--- src/rtl/sriov_cap_pkg.sv ---
package sriov_cap_pkg;
  localparam logic [15:0] CAP_ID = 16'h0010;

  localparam logic [3:0] W_HDR  = 4'd0;
  localparam logic [3:0] W_CAP  = 4'd1;
  localparam logic [3:0] W_CTRL = 4'd2;
  localparam logic [3:0] W_VFLM = 4'd3;
  localparam logic [3:0] W_NUM  = 4'd4;
  localparam logic [3:0] W_RID  = 4'd5;
  localparam logic [3:0] W_DEV  = 4'd6;
  localparam logic [3:0] W_SUP  = 4'd7;
  localparam logic [3:0] W_PAGE = 4'd8;

  // bit order matches the control dword, vf_en at bit 0
  typedef struct packed {
    logic ari;
    logic mse;
    logic mig_int_en;
    logic mig_en;
    logic vf_en;
  } ctrl_t;
endpackage

--- src/rtl/sriov_ctrl_regs.sv ---
module sriov_ctrl_regs
  import sriov_cap_pkg::*;
#(
  parameter logic [15:0] TOTAL_VFS = 16'd64,
  parameter logic [31:0] SUP_PAGES = 32'h0000_0553,
  parameter bit          MIG_CAP   = 1'b0
) (
  input  logic        clk_i,
  input  logic        rst_ni,
  input  logic        wr_i,
  input  logic [3:0]  idx_i,
  input  logic [3:0]  be_i,
  input  logic [31:0] wdata_i,
  output ctrl_t       ctrl_o,
  output logic [15:0] num_vfs_o,
  output logic [31:0] sys_page_o
);
  ctrl_t       ctrl_q;
  logic [15:0] num_q, num_cand;
  logic [31:0] page_q, page_cand;
  logic        num_ok, page_ok;

  always_comb begin
    num_cand[7:0]  = be_i[2] ? wdata_i[23:16] : num_q[7:0];
    num_cand[15:8] = be_i[3] ? wdata_i[31:24] : num_q[15:8];
    num_ok = (be_i[2] | be_i[3]) && !ctrl_q.vf_en && (num_cand <= TOTAL_VFS);
  end

  always_comb begin
    for (int b = 0; b < 4; b++)
      page_cand[8*b +: 8] = be_i[b] ? wdata_i[8*b +: 8] : page_q[8*b +: 8];
    page_ok = (|be_i) && $onehot(page_cand) && ((page_cand & SUP_PAGES) != '0);
  end

  always_ff @(posedge clk_i or negedge rst_ni) begin
    if (!rst_ni) begin
      ctrl_q <= '0;
      num_q  <= '0;
      page_q <= 32'h1;
    end else if (wr_i) begin
      if (idx_i == W_CTRL && be_i[0]) begin
        ctrl_q.vf_en      <= wdata_i[0];
        ctrl_q.mig_en     <= wdata_i[1] & MIG_CAP;
        ctrl_q.mig_int_en <= wdata_i[2];
        ctrl_q.mse        <= wdata_i[3];
        ctrl_q.ari        <= wdata_i[4];
      end
      if (idx_i == W_NUM && num_ok) num_q <= num_cand;
      if (idx_i == W_PAGE && page_ok) page_q <= page_cand;
    end
  end

  assign ctrl_o     = ctrl_q;
  assign num_vfs_o  = num_q;
  assign sys_page_o = page_q;

  assert_numvf_locked_R4: assert property (@(posedge clk_i) disable iff (!rst_ni)
    ctrl_q.vf_en |=> $stable(num_q));
  assert_numvf_bound_R5: assert property (@(posedge clk_i) disable iff (!rst_ni)
    num_q <= TOTAL_VFS);
  assert_page_legal_R6: assert property (@(posedge clk_i) disable iff (!rst_ni)
    $onehot(page_q) && ((page_q & SUP_PAGES) != '0));
  assert_mig_gated_R7: assert property (@(posedge clk_i) disable iff (!rst_ni)
    !MIG_CAP |-> !ctrl_q.mig_en);
endmodule

--- src/rtl/sriov_ready_timer.sv ---
module sriov_ready_timer #(
  parameter int READY_DLY = 16
) (
  input  logic clk_i,
  input  logic rst_ni,
  input  logic en_i,
  output logic ready_o
);
  localparam int CW = $clog2(READY_DLY + 1);

  logic [CW-1:0] cnt_q;
  logic          ready_q;

  always_ff @(posedge clk_i or negedge rst_ni) begin
    if (!rst_ni) begin
      cnt_q   <= '0;
      ready_q <= 1'b0;
    end else if (!en_i) begin
      cnt_q   <= '0;
      ready_q <= 1'b0;
    end else if (!ready_q) begin
      if (cnt_q == CW'(READY_DLY - 1)) ready_q <= 1'b1;
      else                            cnt_q   <= cnt_q + 1'b1;
    end
  end

  // drop in the same cycle enable falls
  assign ready_o = ready_q & en_i;
endmodule

--- src/rtl/sriov_rd_mux.sv ---
module sriov_rd_mux
  import sriov_cap_pkg::*;
#(
  parameter logic [11:0] NEXT_PTR    = 12'h000,
  parameter logic [3:0]  CAP_VER     = 4'h1,
  parameter logic [15:0] TOTAL_VFS   = 16'd64,
  parameter logic [15:0] INITIAL_VFS = 16'd0,
  parameter logic [15:0] FIRST_OFS   = 16'd1,
  parameter logic [15:0] VF_STRIDE   = 16'd1,
  parameter logic [15:0] VF_DEVID    = 16'hA5C3,
  parameter logic [31:0] SUP_PAGES   = 32'h0000_0553,
  parameter bit          MIG_CAP     = 1'b0,
  parameter logic [10:0] MIG_MSG     = 11'h02A
) (
  input  logic        clk_i,
  input  logic        rst_ni,
  input  logic        rd_i,
  input  logic        hit_i,
  input  logic [3:0]  idx_i,
  input  ctrl_t       ctrl_i,
  input  logic [15:0] num_vfs_i,
  input  logic [31:0] sys_page_i,
  output logic [31:0] rdata_o
);
  logic [31:0] val, rdata_q;

  always_comb begin
    unique case (idx_i)
      W_HDR:   val = {NEXT_PTR, CAP_VER, CAP_ID};
      W_CAP:   val = {MIG_MSG, 20'h0, MIG_CAP};
      W_CTRL:  val = {27'h0, ctrl_i};
      W_VFLM:  val = {TOTAL_VFS, INITIAL_VFS};
      W_NUM:   val = {num_vfs_i, 16'h0};
      W_RID:   val = {VF_STRIDE, FIRST_OFS};
      W_DEV:   val = {VF_DEVID, 16'h0};
      W_SUP:   val = SUP_PAGES;
      W_PAGE:  val = sys_page_i;
      default: val = '0;
    endcase
  end

  always_ff @(posedge clk_i or negedge rst_ni) begin
    if (!rst_ni)   rdata_q <= '0;
    else if (rd_i) rdata_q <= hit_i ? val : '0;
  end

  assign rdata_o = rdata_q;

  assert_hdr_id_R1: assert property (@(posedge clk_i) disable iff (!rst_ni)
    (rd_i && hit_i && idx_i == W_HDR) |=> rdata_o[15:0] == CAP_ID);
endmodule

--- src/rtl/sriov_cap_regs.sv ---
module sriov_cap_regs
  import sriov_cap_pkg::*;
#(
  parameter logic [11:0] CAP_BASE    = 12'h100,
  parameter logic [11:0] NEXT_PTR    = 12'h000,
  parameter logic [3:0]  CAP_VER     = 4'h1,
  parameter logic [15:0] TOTAL_VFS   = 16'd64,
  parameter logic [15:0] INITIAL_VFS = 16'd0,
  parameter logic [15:0] FIRST_OFS   = 16'd1,
  parameter logic [15:0] VF_STRIDE   = 16'd1,
  parameter logic [15:0] VF_DEVID    = 16'hA5C3,
  parameter logic [31:0] SUP_PAGES   = 32'h0000_0553,
  parameter bit          MIG_CAP     = 1'b0,
  parameter logic [10:0] MIG_MSG     = 11'h02A,
  parameter int          READY_DLY   = 16
) (
  input  logic        clk_i,
  input  logic        rst_ni,
  input  logic [9:0]  addr_i,
  input  logic [31:0] wdata_i,
  input  logic [3:0]  be_i,
  input  logic        wr_i,
  input  logic        rd_i,
  output logic [31:0] rdata_o,
  output logic        vf_en_o,
  output logic        mig_en_o,
  output logic        mig_int_en_o,
  output logic        vf_mse_o,
  output logic        ari_hier_o,
  output logic [15:0] num_vfs_o,
  output logic [15:0] first_ofs_o,
  output logic [15:0] stride_o,
  output logic [31:0] sys_page_o,
  output logic        vf_ready_o
);
  localparam logic [9:0] BASE_W = CAP_BASE[11:2];

  logic [9:0] woff;
  logic       hit;
  ctrl_t      ctrl;

  assign woff = addr_i - BASE_W;
  assign hit  = (addr_i >= BASE_W) && (woff <= {6'h0, W_PAGE});

  sriov_ctrl_regs #(
    .TOTAL_VFS(TOTAL_VFS), .SUP_PAGES(SUP_PAGES), .MIG_CAP(MIG_CAP)
  ) u_regs (
    .clk_i, .rst_ni,
    .wr_i      (wr_i & hit),
    .idx_i     (woff[3:0]),
    .be_i, .wdata_i,
    .ctrl_o    (ctrl),
    .num_vfs_o (num_vfs_o),
    .sys_page_o(sys_page_o)
  );

  sriov_rd_mux #(
    .NEXT_PTR(NEXT_PTR), .CAP_VER(CAP_VER), .TOTAL_VFS(TOTAL_VFS),
    .INITIAL_VFS(INITIAL_VFS), .FIRST_OFS(FIRST_OFS), .VF_STRIDE(VF_STRIDE),
    .VF_DEVID(VF_DEVID), .SUP_PAGES(SUP_PAGES), .MIG_CAP(MIG_CAP), .MIG_MSG(MIG_MSG)
  ) u_rd (
    .clk_i, .rst_ni, .rd_i,
    .hit_i     (hit),
    .idx_i     (woff[3:0]),
    .ctrl_i    (ctrl),
    .num_vfs_i (num_vfs_o),
    .sys_page_i(sys_page_o),
    .rdata_o   (rdata_o)
  );

  sriov_ready_timer #(.READY_DLY(READY_DLY)) u_tmr (
    .clk_i, .rst_ni,
    .en_i   (ctrl.vf_en),
    .ready_o(vf_ready_o)
  );

  assign vf_en_o      = ctrl.vf_en;
  assign mig_en_o     = ctrl.mig_en;
  assign mig_int_en_o = ctrl.mig_int_en;
  assign vf_mse_o     = ctrl.mse;
  assign ari_hier_o   = ctrl.ari;
  assign first_ofs_o  = FIRST_OFS;
  assign stride_o     = VF_STRIDE;

  assert_ready_after_en_R9: assert property (@(posedge clk_i) disable iff (!rst_ni)
    $rose(vf_ready_o) |-> $past(vf_en_o));
endmodule

--- config.mk ---
export PLATFORM = sky130hd
export DESIGN_NAME = sriov_cap_regs
export DESIGN_NICKNAME = d
export VERILOG_FILES = /design/src/rtl/sriov_cap_pkg.sv /design/src/rtl/sriov_ctrl_regs.sv /design/src/rtl/sriov_ready_timer.sv /design/src/rtl/sriov_rd_mux.sv /design/src/rtl/sriov_cap_regs.sv
export SDC_FILE = /design/constraint.sdc
export NUM_CORES = 1
export LEC_CHECK = 0
export CORE_AREA = 8 8 117 119
export CTS_BUF_LIST = sky130_fd_sc_hd__clkbuf_8
export CTS_CLUSTER_SIZE = 16
export DETAILED_ROUTE_END_ITERATION = 8
export DIE_AREA = 0 0 125 127
export GPL_TIMING_DRIVEN = 0
export PLACE_DENSITY_LB_ADDON = 0.2
export SETUP_SLACK_MARGIN = 0.15
export SLEW_MARGIN = 20
export SYNTH_ARGS = -nofsm -noshare
export SYNTH_HDL_FRONTEND = slang
export SYNTH_SLANG_ARGS = --single-unit
--- constraint.sdc ---
create_clock -name clk_i -period 6.8 [get_ports clk_i]
set_input_delay 1.7 -clock clk_i [delete_from_list [all_inputs] [get_ports clk_i]]
set_output_delay 1.7 -clock clk_i [all_outputs]
set_load 0.01 [all_outputs]
[Yosys cells after proc, flatten, opt, wreduce, memory -nomap -nowiden]
Cells that the tools add are included.
Word-level totals
  input bits: 50
  logic and storage cells: 90
  output and inout bits: 118
  register bits: 90
Operators by class
  add/sub/neg operators: 33
  equal/unequal tests: 12
  muxes and demuxes: 14
  bitwise gates (word level): 3
  magnitude comparators: 3
  reductions and logical operators: 16
Operators with widths (count)
  32-bit one-hot mux with 9 select lines: 1
  6-bit adder: 15
  8-bit two-way mux: 6
  1-bit by 1-bit adder with 2-bit output: 16
  32-bit two-way mux: 1
  32-bit nonzero test: 1
  4-bit by 3-bit == test with 1-bit output (second input constant): 4
  16-bit by 7-bit less-or-equal comparator with 1-bit output (second input constant): 1
  5-bit two-way mux: 3
  10-bit by 7-bit >= comparator with 1-bit output (second input constant): 1
  10-bit by 4-bit less-or-equal comparator with 1-bit output (second input constant): 1
  10-bit by 7-bit subtractor with 10-bit output (second input constant): 1
  4-bit by 2-bit == test with 1-bit output (second input constant): 2
  1-bit logical AND: 8
  2-bit AND reduction: 4
  6-bit by 1-bit == test with 1-bit output (second input constant): 1
  5-bit by 1-bit adder with 5-bit output (second input constant): 1
  5-bit by 4-bit == test with 1-bit output (second input constant): 1
  4-bit by 1-bit == test with 1-bit output (second input constant): 1
  4-bit == test (second input constant): 1
  4-bit logical NOT: 1
  2-bit != test (second input constant): 2
  4-bit OR reduction: 1
  1-bit two-way mux: 3
  3 further kinds: 4

[Logic depth before layout (Yosys ltp)]
  word-level depth: 11
  depth in mapped cells: 24
  mapped depth without buffers: 20

[Hierarchy]
From an unflattened synthesis, not the netlist that was laid out.
Unflattened totals
  cell total of the unflattened synthesis: 481
  area total of the unflattened synthesis: 5313.8 um^2
Modules (own cells, without submodules)
  sriov_ctrl_regs: area each 3159.3 um^2, instances 1, seq. area each 1302.5 um^2, cells each 268
  sriov_rd_mux: area each 1546.5 um^2, instances 1, seq. area each 800.8 um^2, cells each 147
  sriov_ready_timer: area each 312.8 um^2, instances 1, seq. area each 150.1 um^2, cells each 27
  sriov_cap_regs: area each 295.3 um^2, instances 1, seq. area each 0.0 um^2, cells each 39

[Worst setup path after synthesis]
Ideal clock, no wire load.
  kind: input -> register
  start: input be_i[2]
  end: register u_regs.page_q[15], in the netlist u_regs.sys_page_o[15]
  path buffers: 4
  required time: 6.675 ns
  slack: -0.630 ns
  setup time: 0.125 ns
  data arrival time: 7.305 ns
  cell stages on the path: 20
  cell sequence: buf_2 > buf_1 > mux2_2 > ha_1 > fa_1 > inv_1 > fa_1 > fa_1 > fa_1 > fa_1 > inv_1 > ha_1 > inv_1 > fa_1 > nor4bb_1 > nand4b_1 > a2111o_1 > buf_4 > buf_6 > mux2_4
On the way
  cells in the longest elaborated chain, start to end: 11
  elaborated cells on any way between the ends: 16
  classes of those cells: 9 x add/sub; 1 x eq/ne; 1 x mux; 5 x reduce/logical
Ends and longest elaborated chain
  from (decl): RTL line sriov_cap_regs.sv:21  | input logic [3:0] be_i,
  8-bit two-way mux: RTL line sriov_ctrl_regs.sv:31  | page_cand[8*b +: 8] = be_i[b] ? wdata_i[8*b +: 8] : page_q[8*b +: 8];
  net u_regs.page_cand[20]: RTL line sriov_ctrl_regs.sv:20  | logic [31:0] page_q, page_cand;
  1-bit by 1-bit adder with 2-bit output (implied by the code): RTL line sriov_ctrl_regs.sv:32  | page_ok = (|be_i) && $onehot(page_cand) && ((page_cand & SUP_PAGES) != '0);
  6-bit adder (implied by the code) (4 in a row): RTL line sriov_ctrl_regs.sv:32
  6-bit by 1-bit == test with 1-bit output: RTL line sriov_ctrl_regs.sv:32
  1-bit logical AND (2 in a row): RTL line sriov_ctrl_regs.sv:32
  1-bit logical AND: RTL line sriov_ctrl_regs.sv:49  | if (idx_i == W_PAGE && page_ok) page_q <= page_cand;
  2-bit AND reduction (no source line)
  to (signal assigned): RTL line sriov_ctrl_regs.sv:49
  to (decl): RTL line sriov_ctrl_regs.sv:20
The timed path passes the listed nets, and every way through them passes these cells.
A chain may end at the register's enable or synchronous reset.

[Worst setup path in the final report]
  start: input be_i[3]
  end: register u_regs.page_q[15], in the netlist u_regs.sys_page_o[15]
The elaborated chain is that of the path after synthesis.

==> results.md <==
- Outcome: finished, final reports clean
- RSZ-0062 raised after global routing: true
- Hold Buf Count CTS: 0
- CP Depth: 20
- Slowest cell on the critical path: fa_2
- Critical Path AT: around 7.0 ns
- Final min period: just under 7 ns
- Worst-Skew Late Latency: 0.38 ns
- Tcrit/Tclk final: 98.9%
- Clock Path Buffers: 2
- Max-slew violations: 0
- Final nets: around 840
- Netlist cell types: between 40 and 50
- Critical Path RT: 7.07 ns
- Asr flop ratio synth: 100%
- Hold/Removal Path Class: reg -> reg
- Syn Inst Count: roughly 540
- Crit path max-delay family: adder cells
- Relative slew slack: around 45%
- Hold Fails Final Rpt: 0
- Diode count: 0
- Setup TNS: 0 ns
- CP max FO: 5
- Layout cell share with drive strength beyond 1: about 27%
- R2R Path Start: u_regs.sys_page_o[8]
- Critical Path Source Type: input pin
- Area leader, netlist: dfrtp_1
- Core area: 11,800 sq um
- Drt pass-1 iters: 4
- Wire per inst: 18.8 um
- Largest family of logic cells by synthesized area: adder cells
- RR Endpoint: u_regs.sys_page_o[15]
- Max cap viols: 0
- Rows: 40
- Initial antenna violation count: 0
- Design Power: approximately 1.5 mW
- Layout area overhead: 42.6%
- # clock sinks: 90
- Compound-cell area share of the yosys netlist: 9.23%
- CP Cell Sequence: buf_8 > buf_8 > mux2_4 > ha_1 > inv_1 > fa_2 > fa_2 > fa_2 > fa_1 > fa_1 > inv_1 > ha_2 > inv_2 > fa_1 > a211oi_2 > o21ai_1 > a2111o_1 > buf_6 > buf_12 > mux2_4
- Clock Skews: 0.0128 ns
- Pwr per Cell Area: 186 nW/um^2
- Post-synthesis simple-gate area fraction: 8.82%
- Reported leakage power: 3.77 nW
- Final non-filler cell total: 886
- Top cells by area, synth: dfrtp_1 (39%), mux2_2 (11%), fa_1 (9.1%), ha_1 (5.9%), inv_1 (5.8%)
- CTS Root Cell: clkbuf_8
- Critical Path Sink: u_regs.sys_page_o[15]
- Main synth FF type: dfrtp_1
- Final Setup Violations: 0
- Placed Cells: ~850
- Starting density of the core: 48.3%
- Violation count after the first detailed-routing iteration: 287
- CTS tree: yes
- HPWL after DPL: 12,800 um
- Crit path kind: in -> reg
- Die ar.: around 16,000 sq um
- Post-synthesis mux area share: 14.3%
- Yosys top cell area share: 39.0%
- Post-Syn Area: approximately 5700 sq um
- Num CTS Buffers: 9
- Die Y-Extent: 127 um
- YS warnings: 0
- GR Util All Layers: 20.5%
- Reg2Reg Depth: 21
- Hold_ws: a little over 0.5 ns
- Io pins: 168
- Worst-Margin Slew: between 0.8 and 0.9 ns
- Vias per cell: between 5 and 6
- CP max stage delay: approximately 0.56 ns
- First-pass GRT wire length: 25,600 um
- Post-synth EDFFs: 0
- Clock transition at path regs: 0.10 ns
- Peak VDD IR: 0.000177 V
- Sequential area share after synthesis: 39.5%
- CP Buf/Inv Count: 7
- PortBufs: 130
- Vias in the first global route: roughly 4.6k
- Synth cell count leaders: dfrtp_1 (89), inv_1 (88), mux2_2 (54)
- Fmax: 0.149 GHz
- H-tree lvl count: 3
- Crit path from: be_i[3]
- Detailed-route via count: 4,591
- Count leader, synth: dfrtp_1
- Chip Width: ~130 um
- Avg Cell Area, Syn: about 11 sq um
- Routability Congestion: 0.883
- Grt ovf: 0
- Largest net degree at the start of global routing: 51
- WL final: approximately 17,000 um
- Synth Area in Adders: 15.0%
- Register bit total from synthesis: 90
- Crit. End Element: flop
- Routed Antenna Nets: 0
- Post-synthesis xor/xnor area fraction: 0.921%
- Drt drc: 0
- Worst R2R Setup Slack: 1.17 ns
[metrics by stage]
stage                     area, sq um  setup WS (ns)  util (%)
final                            8140         0.0760      68.9
after global routing             8140         -0.102      68.9
after CTS                        7920        -0.0387      67.0
after detailed placement         7440         -0.950      63.0
after global placement           7410         -0.861      62.8
after floorplan                  5930        -0.0476         -
[logic make-up (layout without fill, tap and decap cells)]
family,after synthesis,count (layout)
other,2,33
muxes,71,71
xor gates and xnor gates,6,6
buffers and inverters,143,313
DFF,90,90
adders and majority gates,53,53
AOI/OAI and AO/OA,84,84
and+or+nand+nor,89,89
[state kept, by name, indices dropped and copies added (netlist names)]
| name | cells |
|---|---|
| u_regs.ctrl_o | 4 |
| u_rd.rdata_o | 32 |
| u_regs.num_vfs_o | 16 |
| u_tmr.ready_q | 1 |
| u_tmr.cnt_q | 5 |
| u_regs.sys_page_o | 32 |
[report_power, final]
| group | leakage, nW | total [mW] | switching [mW] | internal, mW |
|---|---|---|---|---|
| Combinational | 2.41 | 0.605 | 0.286 | 0.319 |
| Sequential | 1.25 | 0.538 | 0.00169 | 0.536 |
| Clock | 0.0997 | 0.368 | 0.224 | 0.144 |
[final cells by class]
| class | instances | area [sq um] |
|---|---|---|
| Clock buffer | 9 | 124 |
| Clock inverter | 7 | 68.8 |
| Multi-Input combinational cell | 336 | 3170 |
| Tap cell | 147 | 184 |
| Fill cell | 900 | 3680 |
| Timing Repair Buffer | 154 | 1560 |
| Buffer | 55 | 445 |
| Sequential cell | 90 | 2250 |
| Inverter | 88 | 330 |
[worst min path at each step]
| stage | start | depth (start not counted) | to |
|---|---|---|---|
| final | u_regs.sys_page_o[0] | 2 | u_regs.sys_page_o[0] |
| after global routing | u_regs.sys_page_o[0] | 2 | u_regs.sys_page_o[0] |
| after CTS | u_regs.sys_page_o[0] | 2 | u_regs.sys_page_o[0] |
| after detailed placement | u_regs.sys_page_o[0] | 2 | u_regs.sys_page_o[0] |
| after global placement | u_regs.sys_page_o[0] | 2 | u_regs.sys_page_o[0] |
| after floorplan | u_regs.sys_page_o[0] | 2 | u_regs.sys_page_o[0] |
[routing by layer]
| metal | part of all wire, % | vias up | GRT usage (%) |
|---|---|---|---|
| met1 | 40 | 2262 | 24.2 |
| met5 | 0 | - | 0 |
| met3 | 6.3 | 30 | 4.62 |
| li1 | - | 2139 | - |
| met2 | 51 | 160 | 35.9 |
| met4 | 2.7 | 0 | 7.81 |
[timing repair]
action	CTS	global route
pin swaps	19	14
gates cloned	3	2
buffers inserted	9	9
endpoints found under the setup margin	32	32
gates resized for setup	75	40
[placed cells by master, fill, tap and decap left out, types with 8 or more instances in the layout]
cell type	instances
dlygate4sd2_1	15
o21ai_0	13
mux2_4	28
inv_2	18
nor2_1	20
a21oi_1	16
conb_1	33
clkbuf_1	11
buf_4	50
fa_2	8
fa_1	18
ha_4	9
o22ai_1	25
clkdlybuf4s50_1	104
clkbuf_8	11
and2_1	13
inv_1	70
a22oi_1	11
dfrtp_1	89
ha_1	15
mux2_2	34
nand2_1	21
[worst register-to-register path, stage by stage (launching register included)]
cell      delay (ns)
dfrtp_1         0.47
mux2i_4         0.11
inv_2           0.07
ha_4            0.12
inv_2           0.03
fa_1            0.57
inv_2           0.05
fa_1            0.56
inv_2           0.05
fa_1            0.53
fa_1            0.45
fa_1            0.48
inv_1           0.07
ha_2            0.18
inv_2           0.04
fa_1            0.41
a211oi_2        0.24
o21ai_1         0.09
a2111o_1        0.41
buf_6           0.16
buf_12          0.14
mux2_4          0.29
No activity file was read; power rests on OpenSTA's default activity.
